File: config.mk
export PLATFORM = sky130hd
export DESIGN_NAME = rng_ctrl_top
export DESIGN_NICKNAME = d
export VERILOG_FILES = /design/src/rtl/rng_ctrl_pkg.sv /design/src/rtl/rng_ctrl_lfsr.sv /design/src/rtl/rng_ctrl_fifo.sv /design/src/rtl/rng_ctrl_seq.sv /design/src/rtl/rng_ctrl_top.sv
export SDC_FILE = /design/constraint.sdc
export NUM_CORES = 1
export LEC_CHECK = 0
export BUFFER_PORTS_ARGS = -buffer_cell sky130_fd_sc_hd__buf_4
export CORE_AREA = 3 3 299 330
export CTS_CLUSTER_DIAMETER = 120
export DETAILED_ROUTE_END_ITERATION = 10
export DIE_AREA = 0 0 302 333
export PLACE_DENSITY = 0.48
export SETUP_SLACK_MARGIN = 0.2
export SYNTH_ARGS = -nofsm -noshare
export SYNTH_HDL_FRONTEND = slang
export SYNTH_SLANG_ARGS = --single-unit
File: constraint.sdc
create_clock -name clk -period 5.5 [get_ports clk]
set_clock_uncertainty 0.1 [all_clocks]
set_input_delay 0.275 -clock clk [delete_from_list [all_inputs] [get_ports clk]]
set_output_delay 0.275 -clock clk [all_outputs]
set_load 0.005 [all_outputs]
File: src/rtl/rng_ctrl_pkg.sv
package rng_ctrl_pkg;
    // register word indices (byte address bits 4:2)
    localparam logic [2:0] IDX_VERSION = 3'd0;
    localparam logic [2:0] IDX_COMMAND = 3'd1;
    localparam logic [2:0] IDX_CONTROL = 3'd2;
    localparam logic [2:0] IDX_STATUS  = 3'd3;
    localparam logic [2:0] IDX_ERROR   = 3'd4;
    localparam logic [2:0] IDX_FIFO    = 3'd5;

    // command bits (write-one actions)
    localparam int CMD_SELFTEST = 0;
    localparam int CMD_SEED     = 1;
    localparam int CMD_CLR_IRQ  = 4;
    localparam int CMD_CLR_ERR  = 5;

    // control bits
    localparam int CTL_AUTO      = 4;
    localparam int CTL_MASK_DONE = 5;
    localparam int CTL_MASK_ERR  = 6;

    // status fields
    localparam int STS_TEST_DONE = 4;
    localparam int STS_SEED_DONE = 5;
    localparam int STS_LEVEL_LSB = 8;
    localparam int STS_LEVEL_W   = 4;
    localparam int STS_ERROR     = 16;

    // error codes
    localparam logic [31:0] ERRC_UNDERFLOW = 32'h0000_0004;
    localparam logic [31:0] ERRC_STAT      = 32'h0000_0008;

    typedef enum logic [1:0] {
        JOB_IDLE = 2'd0,
        JOB_SEED = 2'd1,
        JOB_TEST = 2'd2
    } job_e;
endpackage

File: src/rtl/rng_ctrl_lfsr.sv
module rng_ctrl_lfsr #(
    parameter int             W    = 32,
    parameter logic [W-1:0]   INIT = 32'h1D2C_3B4A,
    parameter logic [W-1:0]   TAPS = 32'h8020_0003
) (
    input  logic         clk,
    input  logic         rst_n,
    input  logic         adv_i,
    output logic [W-1:0] word_o
);
    logic [W-1:0] state_d, state_q;

    always_comb begin
        state_d = state_q;
        if (adv_i) begin
            state_d = {1'b0, state_q[W-1:1]} ^ (state_q[0] ? TAPS : '0);
        end
    end

    always_ff @(posedge clk or negedge rst_n) begin
        if (!rst_n) state_q <= INIT;
        else        state_q <= state_d;
    end

    assign word_o = state_q;

    // a Galois LFSR that starts nonzero can never reach the all-zero lockup state
    p_lfsr_nonzero_r6: assert property (@(posedge clk) disable iff (!rst_n)
        state_q != '0);
endmodule

File: src/rtl/rng_ctrl_fifo.sv
module rng_ctrl_fifo #(
    parameter int W     = 32,
    parameter int DEPTH = 15,
    localparam int PTR_W = (DEPTH > 1) ? $clog2(DEPTH) : 1,
    localparam int LVL_W = $clog2(DEPTH + 1)
) (
    input  logic             clk,
    input  logic             rst_n,
    input  logic             push_i,
    input  logic [W-1:0]     wdata_i,
    input  logic             pop_i,
    output logic [W-1:0]     head_o,
    output logic [LVL_W-1:0] level_o,
    output logic             full_o,
    output logic             empty_o
);
    typedef struct packed {
        logic [PTR_W-1:0] rd;
        logic [PTR_W-1:0] wr;
        logic [LVL_W-1:0] lvl;
    } ptr_t;

    ptr_t p_d, p_q;
    logic [W-1:0] mem [DEPTH];

    function automatic logic [PTR_W-1:0] wrap_inc(input logic [PTR_W-1:0] p);
        return (p == PTR_W'(DEPTH - 1)) ? '0 : p + 1'b1;
    endfunction

    always_comb begin
        p_d = p_q;
        if (push_i) p_d.wr = wrap_inc(p_q.wr);
        if (pop_i)  p_d.rd = wrap_inc(p_q.rd);
        case ({push_i, pop_i})
            2'b10:   p_d.lvl = p_q.lvl + 1'b1;
            2'b01:   p_d.lvl = p_q.lvl - 1'b1;
            default: p_d.lvl = p_q.lvl;
        endcase
    end

    always_ff @(posedge clk or negedge rst_n) begin
        if (!rst_n) p_q <= '0;
        else        p_q <= p_d;
    end

    always_ff @(posedge clk) begin
        if (push_i) mem[p_q.wr] <= wdata_i;
    end

    assign head_o  = mem[p_q.rd];
    assign level_o = p_q.lvl;
    assign full_o  = (p_q.lvl == LVL_W'(DEPTH));
    assign empty_o = (p_q.lvl == '0);

    // the refill logic upstream never pushes into a full FIFO
    p_no_overflow_r5: assert property (@(posedge clk) disable iff (!rst_n)
        push_i |-> !full_o);
    // empty reads are turned into underflow errors upstream, never pops
    p_no_underflow_r7: assert property (@(posedge clk) disable iff (!rst_n)
        pop_i |-> !empty_o);
endmodule

File: src/rtl/rng_ctrl_seq.sv
module rng_ctrl_seq
    import rng_ctrl_pkg::*;
#(
    parameter int SEED_CYCLES = 24,
    parameter int TEST_CYCLES = 16,
    localparam int MAX_CYC = (SEED_CYCLES > TEST_CYCLES) ? SEED_CYCLES : TEST_CYCLES,
    localparam int CNT_W   = $clog2(MAX_CYC + 1)
) (
    input  logic clk,
    input  logic rst_n,
    input  logic seed_req_i,
    input  logic test_req_i,
    input  logic stat_fail_i,
    output logic busy_o,
    output logic seed_accept_o,
    output logic seed_fin_o,
    output logic seed_fail_o,
    output logic test_fin_o
);
    typedef struct packed {
        job_e             job;
        logic [CNT_W-1:0] cnt;
    } seq_t;

    seq_t s_d, s_q;
    logic fin;

    always_comb begin
        s_d = s_q;
        fin = (s_q.job != JOB_IDLE) && (s_q.cnt == '0);
        if (s_q.job == JOB_IDLE) begin
            if (seed_req_i) begin
                s_d.job = JOB_SEED;
                s_d.cnt = CNT_W'(SEED_CYCLES - 1);
            end else if (test_req_i) begin
                s_d.job = JOB_TEST;
                s_d.cnt = CNT_W'(TEST_CYCLES - 1);
            end
        end else if (fin) begin
            s_d.job = JOB_IDLE;
        end else begin
            s_d.cnt = s_q.cnt - 1'b1;
        end
    end

    always_ff @(posedge clk or negedge rst_n) begin
        if (!rst_n) s_q <= '{job: JOB_IDLE, cnt: '0};
        else        s_q <= s_d;
    end

    assign busy_o        = (s_q.job != JOB_IDLE);
    assign seed_accept_o = (s_q.job == JOB_IDLE) && seed_req_i;
    assign seed_fin_o    = fin && (s_q.job == JOB_SEED);
    assign seed_fail_o   = fin && (s_q.job == JOB_SEED) && stat_fail_i;
    assign test_fin_o    = fin && (s_q.job == JOB_TEST);

    // an accepted seed loads the full seed length on the next cycle
    p_seed_len_r3: assert property (@(posedge clk) disable iff (!rst_n)
        seed_accept_o |=> (s_q.job == JOB_SEED && s_q.cnt == CNT_W'(SEED_CYCLES - 1)));
    // a running job keeps its kind until its own completion, whatever is requested
    p_busy_ignores_r3: assert property (@(posedge clk) disable iff (!rst_n)
        (busy_o && !fin) |=> $stable(s_q.job));
endmodule

File: src/rtl/rng_ctrl_top.sv
module rng_ctrl_top
    import rng_ctrl_pkg::*;
#(
    parameter logic [3:0]  TYPE_CODE        = 4'h2,
    parameter logic [7:0]  REV_MAJOR        = 8'h01,
    parameter logic [7:0]  REV_MINOR        = 8'h03,
    parameter int          FIFO_DEPTH       = 15,
    parameter int          SEED_CYCLES      = 24,
    parameter int          TEST_CYCLES      = 16,
    parameter int          RESULTS_PER_SEED = 1 << 20,
    parameter int          WORDS_PER_RESULT = 5,
    parameter logic [31:0] LFSR_INIT        = 32'h1D2C_3B4A,
    parameter logic [31:0] LFSR_TAPS        = 32'h8020_0003
) (
    input  logic        clk,
    input  logic        rst_n,
    input  logic        bus_en,
    input  logic        bus_we,
    input  logic [4:0]  bus_addr,
    input  logic [31:0] bus_wdata,
    output logic [31:0] bus_rdata,
    input  logic        test_force_stat_err,
    output logic        irq
);
    localparam int          GEN_LIMIT    = RESULTS_PER_SEED * WORDS_PER_RESULT;
    localparam int          GEN_W        = $clog2(GEN_LIMIT + 1);
    localparam int          LVL_W        = $clog2(FIFO_DEPTH + 1);
    localparam logic [31:0] VERSION_WORD = {TYPE_CODE, 12'h000, REV_MAJOR, REV_MINOR};

    typedef struct packed {
        logic [31:0]      err;
        logic             seed_done;
        logic             test_done;
        logic             mask_err;
        logic             mask_done;
        logic             auto_en;
        logic             seeded;
        logic [GEN_W-1:0] gen;
        logic [31:0]      rdata;
    } regs_t;

    regs_t r_d, r_q;

    logic [2:0]       idx;
    logic             rd_acc, wr_acc, cmd_wr;
    logic             err_pend, done_pend, reseed_req;
    logic             push, pop, underflow;
    logic             busy, seed_accept, seed_fin, seed_fail, test_fin;
    logic             seed_req, test_req;
    logic [31:0]      lfsr_word, head;
    logic [LVL_W-1:0] level;
    logic             full, empty;
    logic [31:0]      status_w, ctrl_w;
    logic             unused_bits;

    assign idx        = bus_addr[4:2];
    assign rd_acc     = bus_en && !bus_we;
    assign wr_acc     = bus_en && bus_we;
    assign cmd_wr     = wr_acc && (idx == IDX_COMMAND);
    assign err_pend   = (r_q.err != '0);
    assign done_pend  = r_q.seed_done || r_q.test_done;
    assign reseed_req = r_q.auto_en && (r_q.gen >= GEN_W'(GEN_LIMIT));
    assign push       = r_q.seeded && !busy && !full && !reseed_req;
    assign pop        = rd_acc && (idx == IDX_FIFO) && !empty;
    assign underflow  = rd_acc && (idx == IDX_FIFO) && empty;
    assign seed_req   = (cmd_wr && bus_wdata[CMD_SEED]) || reseed_req;
    assign test_req   = cmd_wr && bus_wdata[CMD_SELFTEST];
    assign unused_bits = ^{bus_addr[1:0], bus_wdata[31:7], bus_wdata[3:2]};

    rng_ctrl_seq #(
        .SEED_CYCLES (SEED_CYCLES),
        .TEST_CYCLES (TEST_CYCLES)
    ) u_seq (
        .clk           (clk),
        .rst_n         (rst_n),
        .seed_req_i    (seed_req),
        .test_req_i    (test_req),
        .stat_fail_i   (test_force_stat_err),
        .busy_o        (busy),
        .seed_accept_o (seed_accept),
        .seed_fin_o    (seed_fin),
        .seed_fail_o   (seed_fail),
        .test_fin_o    (test_fin)
    );

    rng_ctrl_lfsr #(
        .W    (32),
        .INIT (LFSR_INIT),
        .TAPS (LFSR_TAPS)
    ) u_lfsr (
        .clk    (clk),
        .rst_n  (rst_n),
        .adv_i  (push),
        .word_o (lfsr_word)
    );

    rng_ctrl_fifo #(
        .W     (32),
        .DEPTH (FIFO_DEPTH)
    ) u_fifo (
        .clk     (clk),
        .rst_n   (rst_n),
        .push_i  (push),
        .wdata_i (lfsr_word),
        .pop_i   (pop),
        .head_o  (head),
        .level_o (level),
        .full_o  (full),
        .empty_o (empty)
    );

    always_comb begin
        status_w = '0;
        status_w[STS_ERROR] = err_pend;
        status_w[STS_LEVEL_LSB +: STS_LEVEL_W] = STS_LEVEL_W'(level);
        status_w[STS_SEED_DONE] = r_q.seed_done;
        status_w[STS_TEST_DONE] = r_q.test_done;
        ctrl_w = '0;
        ctrl_w[CTL_MASK_ERR]  = r_q.mask_err;
        ctrl_w[CTL_MASK_DONE] = r_q.mask_done;
        ctrl_w[CTL_AUTO]      = r_q.auto_en;
    end

    always_comb begin
        r_d = r_q;
        // read port
        if (rd_acc) begin
            case (idx)
                IDX_VERSION: r_d.rdata = VERSION_WORD;
                IDX_CONTROL: r_d.rdata = ctrl_w;
                IDX_STATUS:  r_d.rdata = status_w;
                IDX_ERROR:   r_d.rdata = r_q.err;
                IDX_FIFO:    r_d.rdata = empty ? '0 : head;
                default:     r_d.rdata = '0;
            endcase
        end
        // clears first, new events afterwards
        if (cmd_wr && bus_wdata[CMD_CLR_ERR]) begin
            r_d.err       = '0;
            r_d.seed_done = 1'b0;
            r_d.test_done = 1'b0;
        end else if (cmd_wr && bus_wdata[CMD_CLR_IRQ] && !err_pend) begin
            r_d.seed_done = 1'b0;
            r_d.test_done = 1'b0;
        end
        if (underflow) r_d.err = r_d.err | ERRC_UNDERFLOW;
        if (seed_fail) r_d.err = r_d.err | ERRC_STAT;
        if (seed_fin) begin
            r_d.seed_done = 1'b1;
            r_d.seeded    = !seed_fail;
        end
        if (test_fin) r_d.test_done = 1'b1;
        // control register
        if (wr_acc && (idx == IDX_CONTROL)) begin
            r_d.mask_err  = bus_wdata[CTL_MASK_ERR];
            r_d.mask_done = bus_wdata[CTL_MASK_DONE];
            r_d.auto_en   = bus_wdata[CTL_AUTO];
        end
        // words produced since the last seed start, saturating at the limit
        if (seed_accept) begin
            r_d.gen = '0;
        end else if (push && (r_q.gen < GEN_W'(GEN_LIMIT))) begin
            r_d.gen = r_q.gen + 1'b1;
        end
    end

    always_ff @(posedge clk or negedge rst_n) begin
        if (!rst_n) r_q <= '0;
        else        r_q <= r_d;
    end

    assign bus_rdata = r_q.rdata;
    assign irq = (done_pend && !r_q.mask_done) || (err_pend && !r_q.mask_err);

    // a clear-error write with no competing event leaves nothing pending
    p_clr_err_wipes_r10: assert property (@(posedge clk) disable iff (!rst_n)
        (cmd_wr && bus_wdata[CMD_CLR_ERR] && !seed_fin && !test_fin)
        |=> (r_q.err == '0 && !r_q.seed_done && !r_q.test_done));
    // a plain interrupt clear cannot drop a done flag while an error is pending
    p_clr_irq_blocked_r9: assert property (@(posedge clk) disable iff (!rst_n)
        (cmd_wr && bus_wdata[CMD_CLR_IRQ] && !bus_wdata[CMD_CLR_ERR] && err_pend && r_q.seed_done)
        |=> r_q.seed_done);
    // an empty read returns zero and records the underflow code
    p_underflow_code_r7: assert property (@(posedge clk) disable iff (!rst_n)
        underflow |=> (r_q.err[2] && bus_rdata == '0));
    // a failed seed stops refill until a clean seed
    p_fail_stops_refill_r4: assert property (@(posedge clk) disable iff (!rst_n)
        seed_fail |=> (!r_q.seeded && r_q.err[3]));
    // with auto reseed off the sequencer only starts a seed on a command
    p_no_auto_when_off_r11: assert property (@(posedge clk) disable iff (!rst_n)
        (seed_accept && !r_q.auto_en) |-> (cmd_wr && bus_wdata[CMD_SEED]));
endmodule

==> results of run 1 <==
## Yosys cell counts (6+ instances only)
cell type and n:
ha_1 6, a21oi_1 65, o211ai_1 19, xnor2_1 6, o221ai_1 10, nand2_1 176, dfrtp_1 99, mux2i_1 96
nand4_1 8, nor2b_1 7, nand3b_1 7, nand2b_1 26, clkbuf_1 66, a211o_1 16, or3_1 12, buf_2 20
edfxtp_1 480, a22oi_1 6, mux2_2 10, nor3_1 8, and3_1 8, nor4_1 6, o22ai_1 32, inv_1 13
or4_1 9, mux4_2 64, dfstp_2 15, nand3_1 14, o31ai_1 19, buf_4 32, nor2_1 25, a31oi_1 8
o21ai_0 50
## routing by layer
layer | part of all wire (%) | vias to the layer above | track usage [%]
met4 | 2.5 | 0 | 4.00
met5 | 0 | - | 0
met2 | 49 | 266 | 19.2
met1 | 44 | 6763 | 15.1
met3 | 4.8 | 82 | 2.37
li1 | - | 5843 | -
## power by group through the flow
stage	combinational (mW)	clock, mW	sequential [mW]
CTS	2.30	4.40	5.66
floorplan	1.75	0	5.50
global placement	2.25	0	5.72
detailed placement	2.28	0	5.75
finish	2.23	4.26	5.65
global route	2.46	4.58	5.71
## per-stage QoR
| stage | area, µm² | utilization [%] | setup slack, ps | instances | hold WS [ps] |
|---|---|---|---|---|---|
| floorplan | 23800 | - | 1100 | 1495 | -121 |
| global placement | 25500 | 26.7 | 1940 | 2724 | 301 |
| detailed placement | 25500 | 26.7 | 1880 | 2724 | 304 |
| global route | 27700 | 29.0 | 1670 | 2857 | 45.2 |
| finish | 27700 | 29.0 | 1940 | 2857 | 41.2 |
| CTS | 27700 | 29.0 | 1830 | 2857 | 6.29 |
## cells in the final DEF (no fill, tap or decap), types with 8 or more instances in the layout
cell type        n
a211o_1         16
a21oi_1         65
a31oi_1          8
buf_4           78
clkbuf_1        20
clkbuf_16       70
clkinv_1        10
clkinv_2         9
dfrtp_1         95
dfstp_2         15
dlygate4sd3_1   10
edfxtp_1       480
inv_1           13
mux2_2          10
mux2i_1         96
mux4_2          64
nand2_1        176
nand2b_1        25
nand3_1         14
nand4_1          8
nor2_1          14
nor2_4          10
o211ai_1        19
o21ai_0         50
o221ai_1        10
o22ai_1         32
o31ai_1         19
or3_1           12
or4_1            9
## state kept, by name (all words and copies together), names as in the netlist
name,cells
bus_rdata,32
u_fifo.p_q,8
ctrl_w,3
u_lfsr.word_o,32
u_seq.s_q,7
u_fifo.mem,480
u_fifo.level_o,4
r_q,28
## worst max-delay path, delay by kind of cell, from the launching register on
| kind | cells | cell delay (ps) |
|---|---|---|
| and+or+nand+nor | 3 | 1370 |
| buffers and inverters | 2 | 850 |
| DFF | 1 | 430 |
| AOI/OAI and AO/OA | 1 | 420 |
## timing repair
item                                   4_1_cts  5_1_grt
buffers inserted                             0        0
endpoints found under the hold margin       77        0
hold buffers                                10        0
setup endpoints to repair                    0        0
## cells by family after synthesis
| family | synth area share [%] |
|---|---|
| AO/OA/AOI/OAI | 6.78 |
| multiplexers | 10.6 |
| flip-flops | 72.6 |
| adder cells (fa/ha/maj) | 0.315 |
| buffers and inverters | 2.74 |
| XOR/XNOR | 0.405 |
| AND/OR/NAND/NOR | 6.58 |
## cell type report
| cell class | count | area share, % |
|---|---|---|
| Inverter | 14 | 0.189 |
| Clock buffer | 94 | 6.78 |
| Sequential cell | 594 | 62.4 |
| Multi-Input combinational cell | 766 | 21.5 |
| Tap cell | 1270 | 5.73 |
| Clock inverter | 29 | 0.830 |
| Timing Repair Buffer | 90 | 2.58 |
## how the worst max path moves through the flow
stage                        from                 to  slack [ps]  cells past startpoint
after floorplan           r_q[53]   u_fifo.mem[0][0]        1100                      6
after global placement    r_q[53]  u_fifo.mem[2][21]        1940                      6
after detailed placement  r_q[53]  u_fifo.mem[9][29]        1880                      6
after CTS                 r_q[53]  u_fifo.mem[9][23]        1830                      6
after global routing      r_q[52]  u_fifo.mem[9][23]        1670                      6
final                     r_q[53]  u_fifo.mem[9][23]        1940                      6
==> results.json, run 1 <==
{
  "status": "finished clean",
  "netlist.top_cell.by_area": "edfxtp_1",
  "clkLatencyLatePin_ps": 600,
  "maxSlewHeadroom_pct": 29.2,
  "maxSlewViolCount": 0,
  "dieArea_mm2": 0.101,
  "routabilityCongestion": 0.723,
  "cts.repair.resized": 0,
  "cts_root_buf": "clkbuf_16",
  "ios": 75,
  "critPathKind": "reg2reg",
  "cpMaxStageDelayCell": "nor2_4",
  "synth_flop_cell": "edfxtp_1",
  "crit_fanout": 33,
  "htreeDepth": 3,
  "tightest_slew_ps": 1060,
  "grt_usage_pct": 11.6,
  "multiInputGateArea_mm2": 0.00597,
  "drcViolationCount": 0,
  "reg2reg_to": "u_fifo.mem[9][23]",
  "clock_sinks": 594,
  "ir_worst_vdd_mv": 0.276,
  "vias": 12954,
  "final_antenna_net_count": 0,
  "fin_crit_ps": 3560,
  "rsz0062_at_grt": "no",
  "synth_area_leaders": "edfxtp_1, dfrtp_1, mux4_2",
  "start_kind": "register",
  "netlist_area_mm2": 0.0238,
  "p_int_mw": 8.70,
  "seq_power_share_pct": 46.5,
  "swShare_pct": 28.4,
  "post-route-period-util_pct": 64.7,
  "power_density_mw_per_mm2": 438,
  "crit_required_ps": 5630,
  "worstSetupEndpointType": "register",
  "seq_area_mm2": 0.0173,
  "syn_nets": 1543,
  "fmax_mhz": 281,
  "rows": 119,
  "grt_max_degree": 76,
  "start_util_pct": 24.9,
  "p_leak_nw": 9.15,
  "wl_per_cell_um": 20.5,
  "reg2reg_slack_ps": 1940,
  "drtIter0Drc": 848,
  "postSynthAreaPerCell_um2": 15.9,
  "grt_pass1_wl_um": 87700,
  "cts_tree": "built",
  "r2r_cells": 6,
  "die_h_um": 333,
  "worst_hold_path_type": "in2reg",
  "yosysWarnings": 0,
  "drive_gt1_share_pct": 18.3,
  "numCtsBuffers": 67,
  "diodes": 0,
  "synth.top_cell.area_share_pct": 60.6,
  "min_delay_path_depth": 5,
  "nets": 1581,
  "clk_path_buf_depth": 3,
  "cap_viol_max_count": 0,
  "die_width_um": 302,
  "cp.arrival_ps": 3690,
  "p_switching_mw": 3.44,
  "antenna_found_initial": 0,
  "hold_end": "u_seq.s_q[6]",
  "total_power_mw": 12.1,
  "timing.rr.start": "r_q[53]",
  "area_growth_pct": 16.5,
  "hold_start": "bus_wdata[1]",
  "clk_pin_slew_ps": 60,
  "final.setup.tns_ps": 0,
  "fill_cells": 9495,
  "dp_hpwl_um": 33800,
  "synth_edf_count": 480,
  "crit_top_cell": "buf_4",
  "finalHoldViolCount": 0,
  "power_frac_clock_pct": 35.1,
  "synth_seq_cells": 594,
  "core_area_mm2": 0.0957,
  "yosysSeqAreaShare_pct": 72.6,
  "pwr-share-comb_pct": 18.4,
  "synth_cell_types": 60,
  "viasPerCell": 4.53,
  "grt_pass1_vias": 13637,
  "firstDrtPassIters": 5,
  "async_flop_share_pct": 19.2,
  "grt-ovfl-total": 0,
  "path_cells": "o211ai_1, and3_2, buf_4, nand3b_1, nor2_4, buf_4",
  "portBuffers": 45,
  "synth_cells": 1495,
  "setup_viol_count_final": 0,
  "wl_um": 58500,
  "slowest_delay_ps": 660
}
(Power assumes the default switching activity.)
==> inputs of run 2 (changes only) <==
clock period = 3.6 ns   (was 5.5 ns; I/O delays follow)
==> results.json, run 2 (synthesis gave the netlist of run 1 again) <==
{
  "start_kind": "register",
  "ios": 75,
  "die_width_um": 302,
  "drcViolationCount": 0,
  "cts_tree": "built",
  "status": "finished clean",
  "fin_hold_ws_ps": 60.0,
  "postCtsSetupBuffers": 0,
  "drive_gt1_share_pct": 18.6,
  "globalRouteMet3Util_pct": 2.00,
  "maxSlewViolCount": 0,
  "r2r_cells": 6,
  "drtIter0Drc": 975,
  "power_density_mw_per_mm2": 660,
  "p_int_mw": 13.3,
  "p_leak_nw": 9.26,
  "gr-max-usage-layer": "met2",
  "worstSetupEndpointType": "register",
  "cpMaxStageDelayCell": "or3_1",
  "power_frac_clock_pct": 34.1,
  "cts.repair.resized": 0,
  "cp-startpoint": "r_q[53]",
  "cp.arrival_ps": 3290,
  "vias": 12872,
  "post-route-period-util_pct": 86.5,
  "worst_hold_path_type": "in2reg",
  "ctsHoldBuffers": 21,
  "swShare_pct": 28.1,
  "nets": 1598,
  "clkLatencyLatePin_ps": 640,
  "final_common_cell": "edfxtp_1",
  "largest_register_ffs": 480,
  "grt_usage_pct": 11.5,
  "crit_family": "simple AND/OR/NAND/NOR gates",
  "dp_cells": 2738,
  "reg2reg_slack_ps": 490,
  "p_switching_mw": 5.20,
  "portBuffers": 45,
  "slowest_delay_ps": 470,
  "pwr-share-comb_pct": 19.9,
  "diodes": 0,
  "viasPerCell": 4.49,
  "core_area_mm2": 0.0957,
  "wl_um": 57700,
  "routabilityCongestion": 0.742,
  "final_antenna_net_count": 0,
  "path_cells": "o211ai_1, and3_2, inv_2, or3_1, nor2_4, buf_4",
  "cp_num_buf_inv": 2,
  "final_cell_mix": "edfxtp_1, nand2_1, mux2i_1",
  "critPathKind": "reg2reg",
  "clock_sinks": 594,
  "setup_viol_count_final": 0,
  "grtUsageMet2_pct": 19.5,
  "hold_start": "bus_addr[3]",
  "start_util_pct": 24.9,
  "timing.rr.start": "r_q[53]",
  "rows": 119,
  "crit_fanout": 12,
  "finalHoldViolCount": 0,
  "antenna_found_initial": 0,
  "cts_root_buf": "clkbuf_16",
  "grt-ovfl-total": 0,
  "htreeDepth": 2,
  "fmax_mhz": 321,
  "cap_viol_max_count": 0,
  "reg2reg_to": "u_fifo.mem[4][4]",
  "crit_required_ps": 3780,
  "fin_crit_ps": 3110,
  "clk_path_buf_depth": 3,
  "firstDrtPassIters": 5,
  "largest_register": "u_fifo.mem",
  "wl_per_cell_um": 20.1,
  "area_growth_pct": 17.7,
  "met1_usage_pct": 15.2,
  "clk_pin_slew_ps": 60,
  "final_cell_count_no_fill": 2870,
  "hold_end": "bus_rdata[8]",
  "ir_worst_vdd_mv": 0.515,
  "seq_power_share_pct": 46.0,
  "dieArea_mm2": 0.101,
  "grt_max_degree": 74,
  "min_delay_path_depth": 4,
  "numCtsBuffers": 59,
  "dp_hpwl_um": 34300,
  "grt_pass1_wl_um": 87600,
  "tightest_slew_ps": 829,
  "die_h_um": 333,
  "maxSlewHeadroom_pct": 44.7,
  "grt_pass1_vias": 13544,
  "rsz0062_at_grt": "no"
}
==> run 2: worst register-to-register path: stages, from the launching register on <==
cell      delay, ps
dfrtp_1         430
o211ai_1        450
and3_2          370
inv_2           140
or3_1           480
nor2_4          440
buf_4           350
==> run 2: through the flow <==
stage | utilization, % | power, mW | setup WS, ps | cell area, µm² | setup TNS (ps)
3_5_place_dp | 27.0 | 12.4 | 523 | 25800 | 0
2_1_floorplan | - | 11.1 | -707 | 23800 | -63460
4_1_cts | 29.3 | 18.8 | 455 | 28000 | 0
6_report | 29.3 | 18.5 | 488 | 28000 | 0
3_3_place_gp | 27.0 | 12.3 | 572 | 25800 | 0
5_1_grt | 29.3 | 19.4 | 330 | 28000 | 0
==> run 2: area by class of cell <==
type                            count  area (µm²)
Inverter                           14        52.6
Clock buffer                       82        1610
Fill cell                        9463       67700
Timing Repair Buffer              115        1090
Tap cell                         1270        1590
Multi-Input combinational cell    766        5980
Sequential cell                   594       17300
Clock inverter                     29         390
==> run 2: power groups by stage <==
stage	Clock (mW)	Sequential [mW]	Combinational [mW]
after detailed placement	0	8.65	3.73
after floorplan	0	8.39	2.69
after global placement	0	8.62	3.69
final	6.31	8.50	3.68
after CTS	6.48	8.51	3.77
after global routing	6.75	8.59	4.05
==> run 2: how the worst max path moves through the flow <==
stage	end	slack, ps	cells after the start
floorplan	u_fifo.mem[14][0]	-710	6
global placement	u_fifo.mem[4][4]	570	6
detailed placement	u_fifo.mem[4][4]	520	6
CTS	u_fifo.mem[4][4]	460	6
global route	u_fifo.mem[4][18]	330	6
finish	u_fifo.mem[4][4]	490	6
==> run 2: layer usage <==
metal / routed length [µm] / vias to the layer above
met5: 0 / -
met4: 1200 / 0
met3: 2320 / 81
met2: 28500 / 222
met1: 25600 / 6699
li1: - / 5870
